File: config.mk
export PLATFORM = sky130hd
export DESIGN_NAME = a429_host_port
export DESIGN_NICKNAME = d
export VERILOG_FILES = /design/src/rtl/a429_host_pkg.sv /design/src/rtl/a429_tx_loader.sv /design/src/rtl/a429_rx_reader.sv /design/src/rtl/a429_host_port.sv
export SDC_FILE = /design/constraint.sdc
export NUM_CORES = 1
export LEC_CHECK = 0
export BUFFER_PORTS_ARGS = -buffer_cell sky130_fd_sc_hd__buf_2
export CAP_MARGIN = 20
export CORE_MARGIN = 5
export CORE_UTILIZATION = 43
export CTS_CLUSTER_DIAMETER = 200
export DETAILED_ROUTE_END_ITERATION = 7
export GPL_TIMING_DRIVEN = 0
export HOLD_SLACK_MARGIN = 0.12
export PLACE_DENSITY = 0.77
export SETUP_SLACK_MARGIN = 0.1
export SLEW_MARGIN = 40
export SYNTH_ARGS = -nofsm -noshare
export SYNTH_HDL_FRONTEND = slang
export SYNTH_SLANG_ARGS = --single-unit
File: constraint.sdc
create_clock -name clk -period 1.3 [get_ports clk]
set_input_delay 0.065 -clock clk [delete_from_list [all_inputs] [get_ports clk]]
set_output_delay 0.065 -clock clk [all_outputs]
set_load 0.05 [all_outputs]
File: src/rtl/a429_host_pkg.sv
`timescale 1ns/1ps
package a429_host_pkg;
    localparam int NUM_RX = 2;
    localparam int STAT_W = 8;

    // status bit positions
    localparam int ST_RX1_RDY = 0;
    localparam int ST_RX1_HF  = 1;
    localparam int ST_RX2_RDY = 2;
    localparam int ST_RX2_HF  = 3;
    localparam int ST_TX_HF   = 4;
    localparam int ST_TX_FF   = 5;
    localparam int ST_OVF     = 6;
    localparam int ST_TX_RDY  = 7;

    typedef enum logic [1:0] {
        SRC_NONE = 2'd0,
        SRC_RX1  = 2'd1,
        SRC_RX2  = 2'd2,
        SRC_REG  = 2'd3
    } rd_src_e;
endpackage

File: src/rtl/a429_tx_loader.sv
`timescale 1ns/1ps
module a429_tx_loader #(
    parameter int HALF_W = 16
) (
    input  logic                  clk,
    input  logic                  rst_n,
    input  logic                  ld_lo_n,
    input  logic                  ld_hi_n,
    input  logic [HALF_W-1:0]     wdata,
    input  logic                  fifo_full,
    input  logic                  fifo_empty,
    input  logic                  ser_busy,
    input  logic                  ovf_clr,
    output logic                  push,
    output logic [2*HALF_W-1:0]   word,
    output logic                  ready,
    output logic                  ovf
);
    localparam int WORD_W = 2 * HALF_W;

    typedef struct packed {
        logic              prev_lo;
        logic              prev_hi;
        logic              have_lo;
        logic [HALF_W-1:0] lo;
        logic [WORD_W-1:0] word;
        logic              pend;
        logic              ovf;
        logic              rdy;
    } st_t;

    localparam st_t ST_RST = '{prev_lo: 1'b1, prev_hi: 1'b1, have_lo: 1'b0,
                               lo: '0, word: '0, pend: 1'b0, ovf: 1'b0,
                               rdy: 1'b1};

    st_t  st_d, st_q;
    logic lo_stb, hi_stb;

    always_comb begin
        st_d         = st_q;
        st_d.prev_lo = ld_lo_n;
        st_d.prev_hi = ld_hi_n;
        lo_stb       = st_q.prev_lo & ~ld_lo_n;
        hi_stb       = st_q.prev_hi & ~ld_hi_n;
        push         = st_q.pend & ~fifo_full;
        st_d.pend    = 1'b0;

        if (st_q.pend && fifo_full) begin
            st_d.ovf = 1'b1;
        end else if (ovf_clr) begin
            st_d.ovf = 1'b0;
        end

        if (hi_stb && st_q.have_lo) begin
            st_d.word    = {wdata, st_q.lo};
            st_d.pend    = 1'b1;
            st_d.have_lo = 1'b0;
        end
        if (lo_stb) begin
            st_d.lo      = wdata;
            st_d.have_lo = 1'b1;
        end

        if (push) begin
            st_d.rdy = 1'b0;
        end else if (fifo_empty && !ser_busy) begin
            st_d.rdy = 1'b1;
        end
    end

    always_ff @(posedge clk or negedge rst_n) begin
        if (!rst_n) st_q <= ST_RST;
        else        st_q <= st_d;
    end

    assign word  = st_q.word;
    assign ready = st_q.rdy;
    assign ovf   = st_q.ovf;

    AST_PUSH_ONE_SHOT: assert property (@(posedge clk) disable iff (!rst_n)
        push |=> !push);
    AST_ORPHAN_IGNORED: assert property (@(posedge clk) disable iff (!rst_n)
        (hi_stb && !st_q.have_lo) |=> !st_q.pend);
    AST_OVF_STICKY: assert property (@(posedge clk) disable iff (!rst_n)
        (st_q.ovf && !ovf_clr) |=> st_q.ovf);
    AST_PUSH_DROPS_READY: assert property (@(posedge clk) disable iff (!rst_n)
        push |=> !ready);
endmodule

File: src/rtl/a429_rx_reader.sv
`timescale 1ns/1ps
module a429_rx_reader #(
    parameter int HALF_W = 16
) (
    input  logic                  clk,
    input  logic                  rst_n,
    input  logic                  sel,
    input  logic                  half_sel,
    input  logic [2*HALF_W-1:0]   head,
    input  logic                  fifo_empty,
    input  logic                  fifo_half,
    input  logic                  fifo_full,
    output logic [HALF_W-1:0]     rd_half,
    output logic                  rdy,
    output logic                  hf,
    output logic                  ff,
    output logic                  pop
);
    typedef struct packed {
        logic act;
        logic upper;
        logic rdy;
        logic hf;
        logic ff;
        logic pop;
    } st_t;

    st_t st_d, st_q;

    always_comb begin
        st_d     = st_q;
        st_d.rdy = ~fifo_empty;
        st_d.hf  = fifo_half;
        st_d.ff  = fifo_full;
        st_d.pop = 1'b0;
        if (sel && !st_q.act) begin
            st_d.act   = 1'b1;
            st_d.upper = half_sel;
        end else if (sel) begin
            st_d.upper = st_q.upper | half_sel;
        end else if (st_q.act) begin
            st_d.act   = 1'b0;
            st_d.upper = 1'b0;
            st_d.pop   = st_q.upper & ~fifo_empty;
        end
        rd_half = half_sel ? head[2*HALF_W-1:HALF_W] : head[HALF_W-1:0];
    end

    always_ff @(posedge clk or negedge rst_n) begin
        if (!rst_n) st_q <= '0;
        else        st_q <= st_d;
    end

    assign rdy = st_q.rdy;
    assign hf  = st_q.hf;
    assign ff  = st_q.ff;
    assign pop = st_q.pop;

    AST_POP_SINGLE: assert property (@(posedge clk) disable iff (!rst_n)
        pop |=> !pop);
    AST_POP_NEEDS_ACCESS: assert property (@(posedge clk) disable iff (!rst_n)
        (!st_q.act && !sel) |=> !pop);
endmodule

File: src/rtl/a429_host_port.sv
`timescale 1ns/1ps
module a429_host_port
    import a429_host_pkg::*;
#(
    parameter int HALF_W = 16,
    parameter int CTRL_W = 8
) (
    input  logic                 clk,
    input  logic                 rst_n,
    input  logic [HALF_W-1:0]    host_wdata,
    output logic [HALF_W-1:0]    host_rdata,
    output logic                 host_rdata_oe,
    input  logic                 ld_lo_n,
    input  logic                 ld_hi_n,
    input  logic                 rx1_en_n,
    input  logic                 rx2_en_n,
    input  logic                 half_sel,
    input  logic                 ctl_wr_n,
    input  logic                 reg_rd_n,
    input  logic                 reg_sel,
    input  logic                 xmit_go,
    input  logic                 xmit_inhibit,
    output logic                 rx1_rdy,
    output logic                 rx1_hf,
    output logic                 rx1_ff,
    output logic                 rx2_rdy,
    output logic                 rx2_hf,
    output logic                 rx2_ff,
    output logic                 txf_hf,
    output logic                 txf_ff,
    output logic                 tx_rdy,
    output logic                 xmit_allow,
    output logic                 line_drive,
    output logic                 txq_push,
    output logic [2*HALF_W-1:0]  txq_word,
    input  logic                 txq_full,
    input  logic                 txq_half,
    input  logic                 txq_empty,
    input  logic                 txq_busy,
    input  logic [2*HALF_W-1:0]  rxq1_head,
    input  logic                 rxq1_empty,
    input  logic                 rxq1_half,
    input  logic                 rxq1_full,
    output logic                 rxq1_pop,
    input  logic [2*HALF_W-1:0]  rxq2_head,
    input  logic                 rxq2_empty,
    input  logic                 rxq2_half,
    input  logic                 rxq2_full,
    output logic                 rxq2_pop
);
    localparam int WORD_W = 2 * HALF_W;

    typedef struct packed {
        logic              prev_ctl;
        logic [CTRL_W-1:0] ctrl;
        logic              txhf;
        logic              txff;
        logic              allow;
        logic              drive;
    } st_t;

    localparam st_t ST_RST = '{prev_ctl: 1'b1, ctrl: '0, txhf: 1'b0,
                               txff: 1'b0, allow: 1'b0, drive: 1'b0};

    st_t              st_d, st_q;
    logic             ctl_stb;
    logic             ovf;
    rd_src_e          src;
    logic [STAT_W-1:0] status;
    logic [HALF_W-1:0] reg_word;

    logic [NUM_RX-1:0] sel_v, empty_v, half_v, full_v, rdy_v, hf_v, ff_v, pop_v;
    logic [WORD_W-1:0] head_v [NUM_RX];
    logic [HALF_W-1:0] rd_v   [NUM_RX];

    assign sel_v   = {~rx2_en_n & rx1_en_n, ~rx1_en_n};
    assign empty_v = {rxq2_empty, rxq1_empty};
    assign half_v  = {rxq2_half, rxq1_half};
    assign full_v  = {rxq2_full, rxq1_full};
    assign head_v[0] = rxq1_head;
    assign head_v[1] = rxq2_head;

    generate
        for (genvar g = 0; g < NUM_RX; g++) begin : g_rx
            a429_rx_reader #(.HALF_W(HALF_W)) u_reader (
                .clk        (clk),
                .rst_n      (rst_n),
                .sel        (sel_v[g]),
                .half_sel   (half_sel),
                .head       (head_v[g]),
                .fifo_empty (empty_v[g]),
                .fifo_half  (half_v[g]),
                .fifo_full  (full_v[g]),
                .rd_half    (rd_v[g]),
                .rdy        (rdy_v[g]),
                .hf         (hf_v[g]),
                .ff         (ff_v[g]),
                .pop        (pop_v[g])
            );
        end
    endgenerate

    a429_tx_loader #(.HALF_W(HALF_W)) u_tx (
        .clk        (clk),
        .rst_n      (rst_n),
        .ld_lo_n    (ld_lo_n),
        .ld_hi_n    (ld_hi_n),
        .wdata      (host_wdata),
        .fifo_full  (txq_full),
        .fifo_empty (txq_empty),
        .ser_busy   (txq_busy),
        .ovf_clr    (ctl_stb),
        .push       (txq_push),
        .word       (txq_word),
        .ready      (tx_rdy),
        .ovf        (ovf)
    );

    always_comb begin
        st_d          = st_q;
        st_d.prev_ctl = ctl_wr_n;
        ctl_stb       = st_q.prev_ctl & ~ctl_wr_n;
        if (ctl_stb) st_d.ctrl = host_wdata[CTRL_W-1:0];
        st_d.txhf  = txq_half;
        st_d.txff  = txq_full;
        st_d.allow = xmit_go;
        st_d.drive = ~xmit_inhibit;

        status             = '0;
        status[ST_RX1_RDY] = rdy_v[0];
        status[ST_RX1_HF]  = hf_v[0];
        status[ST_RX2_RDY] = rdy_v[1];
        status[ST_RX2_HF]  = hf_v[1];
        status[ST_TX_HF]   = st_q.txhf;
        status[ST_TX_FF]   = st_q.txff;
        status[ST_OVF]     = ovf;
        status[ST_TX_RDY]  = tx_rdy;

        reg_word = '0;
        if (reg_sel) reg_word[CTRL_W-1:0] = st_q.ctrl;
        else         reg_word[STAT_W-1:0] = status;

        if (!rx1_en_n)      src = SRC_RX1;
        else if (!rx2_en_n) src = SRC_RX2;
        else if (!reg_rd_n) src = SRC_REG;
        else                src = SRC_NONE;

        case (src)
            SRC_RX1: host_rdata = rd_v[0];
            SRC_RX2: host_rdata = rd_v[1];
            SRC_REG: host_rdata = reg_word;
            default: host_rdata = '0;
        endcase
        host_rdata_oe = (src != SRC_NONE);
    end

    always_ff @(posedge clk or negedge rst_n) begin
        if (!rst_n) st_q <= ST_RST;
        else        st_q <= st_d;
    end

    assign rx1_rdy    = rdy_v[0];
    assign rx1_hf     = hf_v[0];
    assign rx1_ff     = ff_v[0];
    assign rx2_rdy    = rdy_v[1];
    assign rx2_hf     = hf_v[1];
    assign rx2_ff     = ff_v[1];
    assign rxq1_pop   = pop_v[0];
    assign rxq2_pop   = pop_v[1];
    assign txf_hf     = st_q.txhf;
    assign txf_ff     = st_q.txff;
    assign xmit_allow = st_q.allow;
    assign line_drive = st_q.drive;

    AST_IDLE_BUS: assert property (@(posedge clk) disable iff (!rst_n)
        (rx1_en_n && rx2_en_n && reg_rd_n) |-> (!host_rdata_oe && host_rdata == '0));
    AST_CTRL_HOLD: assert property (@(posedge clk) disable iff (!rst_n)
        !ctl_stb |=> $stable(st_q.ctrl));
    AST_RX2_BLOCKED: assert property (@(posedge clk) disable iff (!rst_n)
        (!rx1_en_n && !rx2_en_n) |-> !sel_v[1]);
    AST_OVF_CLEARED: assert property (@(posedge clk) disable iff (!rst_n)
        (ctl_stb && !txq_push && !txq_full) |=> !ovf);
endmodule

# Word-level counts from Yosys, hierarchy flattened
# Cells that the tools add are included.
# totals
ff_bits	79
out_inout_bits	63
word_cells	91
# op_classes
n_eq_ne	5
mux	28
n_bitwise	18
n_reduce_logical	14
# ops
op	n
$pmux W16 S3	1
$mux W16	2
$mux W1	18
$mux W17	1
$mux W2	5
$reduce_bool A2 Y1	5
$not A1 Y1	9
$mux W8	1
$and A1 B1 Y1	7
$logic_and A1 B1 Y1	5
$eq A2 B2 Y1 const B	2
$logic_not A1 Y1	3
$ne A3 B1 Y1 const B	1
$reduce_bool A3 Y1	1
$eq A2 B1 Y1 const B	1
$ne A2 B2 Y1 const B	1
$or A1 B1 Y1	2

# Depth between registers and ports, before layout
# logic_depth
depth_word	5
mapped_depth	5

# Hierarchy
# Synthesis repeated with hierarchy kept, for this count alone.
# unflattened
hier_cells	287
hier_area_um2	4120.2
# by_module_without_submodules
mod	n_inst	cells_per_inst	area_per_inst_um2
a429_tx_loader	1	152	2387.3
a429_host_port	1	73	867.1
a429_rx_reader	2	31	432.9

# Worst setup path before layout
# No wires, ideal clock.
# synth_path
path_kind	input to output
startpoint	input half_sel
endpoint	output host_rdata[1]
arrival_ns	1.528
required_time_ns	1.235
path_slack_ns	-0.293
path_stages	4
cell_sequence	buf_6 > buf_12 > mux2i_1 > o21ai_0
# synth_between
elab_chain_len	2
word_cells_on_any_way	3
classes_between	mux: 3
# synth_lines
element	line	rtl
start: declaration	a429_host_port.sv:17	input logic half_sel,
$mux W16	a429_rx_reader.sv:46	rd_half = half_sel ? head[2*HALF_W-1:HALF_W] : head[HALF_W-1:0];
$pmux W16 S3 (*)	a429_host_port.sv:148	case (src)
end: declaration	a429_host_port.sv:11	output logic [HALF_W-1:0] host_rdata,
# Every way passes the cells marked *; elsewhere a longest branch is shown, timed or not.

# Worst setup path after layout
# layout_path
startpoint	register u_tx.st_q, in the netlist u_tx.ready
endpoint	output host_rdata[7]
# layout_between
elab_chain_len	2
# layout_lines
element	line	rtl
start: declaration	a429_tx_loader.sv:36	st_t st_d, st_q;
start signal: assignment	a429_tx_loader.sv:73	else st_q <= st_d;
$mux W8	a429_host_port.sv:140	if (reg_sel) reg_word[CTRL_W-1:0] = st_q.ctrl;
$pmux W16 S3	a429_host_port.sv:148	
# No other way between the ends.

==> impl_metrics.py <==
metrics = {
    "routing": {
        "first_pass_iters": 4,
        "routed_wl_mm": 10.38,
        "drtIter0Drc": 66,
        "routedWlPerCell_um": 16.85,
        "post-route-drc-count": 0,
        "vias": 2933,
        "vias_per_cell": 4.761,
        "drtAntennaViolNets": 0,
    },
    "global_route": {
        "grtUsageMet2_pct": 32.89,
        "grt_pass1_vias": 3075,
        "grtUsageMet3_pct": 3.890,
        "grt_pass1_wl_mm": 15.48,
        "track_usage_pct": 19.23,
        "grt_max_degree": 54,
        "use_met1_pct": 24.97,
        "overflow": 0,
        "antenna_found_initial": 0,
        "grt.busiest_layer": "met2",
    },
    "floorplan": {
        "fp.coreArea_sq_um": 8636,
        "ios": 165,
        "die-area_sq_um": 10700,
        "start_util_pct": 43.48,
        "rows": 34,
        "die_h_um": 103.4,
        "die_x_um": 103.4,
    },
    "yosys": {
        "ys_warn_count": 0,
        "ys_top_cells_by_count": "dfrtp_1 (75), mux2_2 (52), mux2i_1 (40)",
        "yosys.area_share.simple_pct": 2.699,
        "synthFlopType": "dfrtp_1",
        "yosysUniqueCellTypes": 29,
        "synth_edf_count": 0,
        "synth.area.mux_share_pct": 27.66,
        "yosysMostFrequentCell": "dfrtp_1",
        "synth_fa_ha_area_share_pct": 0,
        "synth_top_family_by_area": "multiplexers",
        "netlist_top_cells_area": "dfrtp_1 (50%), mux2_2 (16%), mux2i_1 (11%)",
        "yosysTopAreaCellShare_pct": 49.98,
        "ys_ff_latch": 79,
        "yosysTopAreaCell": "dfrtp_1",
        "async_reset_ff_share_pct": 100.0,
        "synthCells": 277,
        "seq_area_frac_synth_pct": 52.78,
        "synth_compound_gate_area_share_pct": 5.165,
        "syn_nets": 379,
        "postSynthAreaPerCell_sq_um": 13.56,
        "synth_xor_area_share_pct": 0.2333,
        "syn-cell-area_sq_um": 3755,
    },
    "worst_setup_path": {
        "crit_path_end_kind": "output pin",
        "cp_max_fo": 2,
        "worstPathArrival_ns": 1.37,
        "crit_type": "register to output pin",
        "cp-start-kind": "register",
        "required_ns": 1.24,
    },
    "finish": {
        "antenna_cells": 0,
        "nNetsFinal": 605,
        "fin_util_pct": 67.34,
        "drive_gt1_share_pct": 65.75,
        "area_delta_synth_final_pct": 54.88,
    },
    "clock_tree": {
        "clk_latency_ns": 0.34,
        "clk_pin_slew_ns": 0.08,
        "clockBufferDepth": 2,
        "clock-sinks": 79,
        "cts_tree": "done",
        "ctsHtreeMaxLevel": 3,
        "numCtsBuffers": 9,
        "cts-root-buf": "clkbuf_8",
    },
    "timing": {
        "fin_crit_ns": 1.435,
        "drv_slew": 0,
        "rsz0062_at_grt": "yes",
        "fin_crit_sh_pct": 110.4,
        "setup_violations": 29,
        "relSlewSlack_pct": 76.61,
        "skew_ns": 0.007113,
        "worst_pin_slew_ns": 0.3498,
        "fmax_ghz": 0.6971,
        "finalHoldViolations": 0,
        "layout_setup_ws_ns": -0.1346,
    },
    "power": {
        "total_power_uw": 8400,
        "leakagePower_uw": 0.003012,
        "peakVddDrop_uv": 1206,
        "powerDensity_nw_per_um2": 1444,
    },
    "placed_design": {
        "numPortBuffers": 162,
        "place_hpwl_mm": 7.179,
        "pre_cts_ws_ns": 0.01458,
        "finalWeightedCongestion": 0.7472,
    },
    "flow_run": {
        "drv_cap": 0,
    },
    "worst_hold_path": {
        "hold_path.class": "primary input to async pin",
    },
    "status": {
        "outcome": "finished with violations",
        "failed_checks": "negative setup slack",
    },
}
## cells in the final DEF, fill, tap and decap left out, types with 7 or more instances in the layout
cell	synthesis	layout
o22ai_2	0	8
o22a_1	8	8
dlygate4sd3_1	0	32
mux2_4	2	30
mux2i_1	40	38
inv_1	8	7
clkbuf_8	0	10
buf_2	3	150
o21ai_2	0	7
dfrtp_1	75	71
buf_4	33	44
buf_6	8	21
mux2_2	52	26
## worst max-delay path: stages (launching register included)
cell and delay [ns]:
dfstp_2 0.53, mux2i_1 0.06, o22a_1 0.21, o21ai_4 0.07, buf_6 0.17
## sequential cells by signal, indices dropped and copies added, names as in the netlist
register / cells
txf_hf: 1
u_tx.ovf: 1
txf_ff: 1
st_q: 9
u_tx.st_q: 20
u_tx.ready: 1
g_rx.u_reader.st_q: 4
line_drive: 1
g_rx.u_reader.pop: 2
u_tx.word: 32
g_rx.u_reader.rdy: 2
xmit_allow: 1
g_rx.u_reader.ff: 2
g_rx.u_reader.hf: 2
## final timing paths
| kind | slack [ns] | to | start | depth (start not counted) |
|---|---|---|---|---|
| max in group asynchronous | 0.55 | u_tx.ready | rst_n | 3 |
| max | -0.13 | host_rdata[7] | u_tx.ready | 4 |
| min in group clk | 0.17 | g_rx[1].u_reader.st_q[5] | rx1_en_n | 4 |
| min reg2reg | 0.49 | u_tx.ovf | u_tx.st_q[2] | 2 |
| max reg2reg | -0.05 | u_tx.word[6] | u_tx.st_q[52] | 4 |
| min | 0.16 | u_tx.st_q[44] | rst_n | 2 |
## metrics by stage
stage | instance area, sq um | instances | TNS (ns) | hold slack, ns
2_1_floorplan | 3886 | 277 | 0 | -0.2306
3_3_place_gp | 4832 | 547 | -25.64 | 0.1728
3_5_place_dp | 4866 | 548 | 0 | -0.05389
4_1_cts | 5797 | 615 | -1.137 | 0.1406
5_1_grt | 5816 | 616 | -2.686 | 0.1757
6_report | 5816 | 616 | -1.014 | 0.1612
## where the power goes
group / leakage, uW / switching [uW] / internal (uW) / total, uW
registers: 0.000930 / 246 / 2900 / 3150
logic: 0.00198 / 2000 / 1490 / 3480
clock network: 0.0000981 / 842 / 929 / 1770
total: 0.00301 / 3080 / 5320 / 8400
## routing by layer
metal  vias to the layer above  share of wire, %
met5                         -                 0
met4                         0               1.3
met3                        12               5.1
met2                        82                53
met1                      1439                41
li1                       1400                 -
## kinds of logic (layout without fill, tap and decap cells)
logic type      count (synthesis)  after routing
mux                            96             96
flops                          79             79
buf+inv                        56            287
compound gates                 30             30
simple gates                   15             15
xor+xnor                        1              1
## layout make-up
class / instances / area, sq um
fillers: 651 / 2820
clock inverters: 6 / 60.06
well taps: 108 / 135.1
repair buffers: 215 / 1463
plain buffers: 47 / 437.9
clock buffers: 10 / 137.6
multi-input cells: 142 / 1562
flip-flops and latches: 79 / 1987
inverters: 9 / 33.78
## what timing repair did
item	CTS	global route
hold buffers	32	0
gates cloned	5	0
setup buffers	14	3
pin swaps	2	3
gates resized for setup	58	17
endpoints found under the hold margin	133	0
setup endpoints to repair	57	74
No activity file was read; power rests on OpenSTA's default activity.
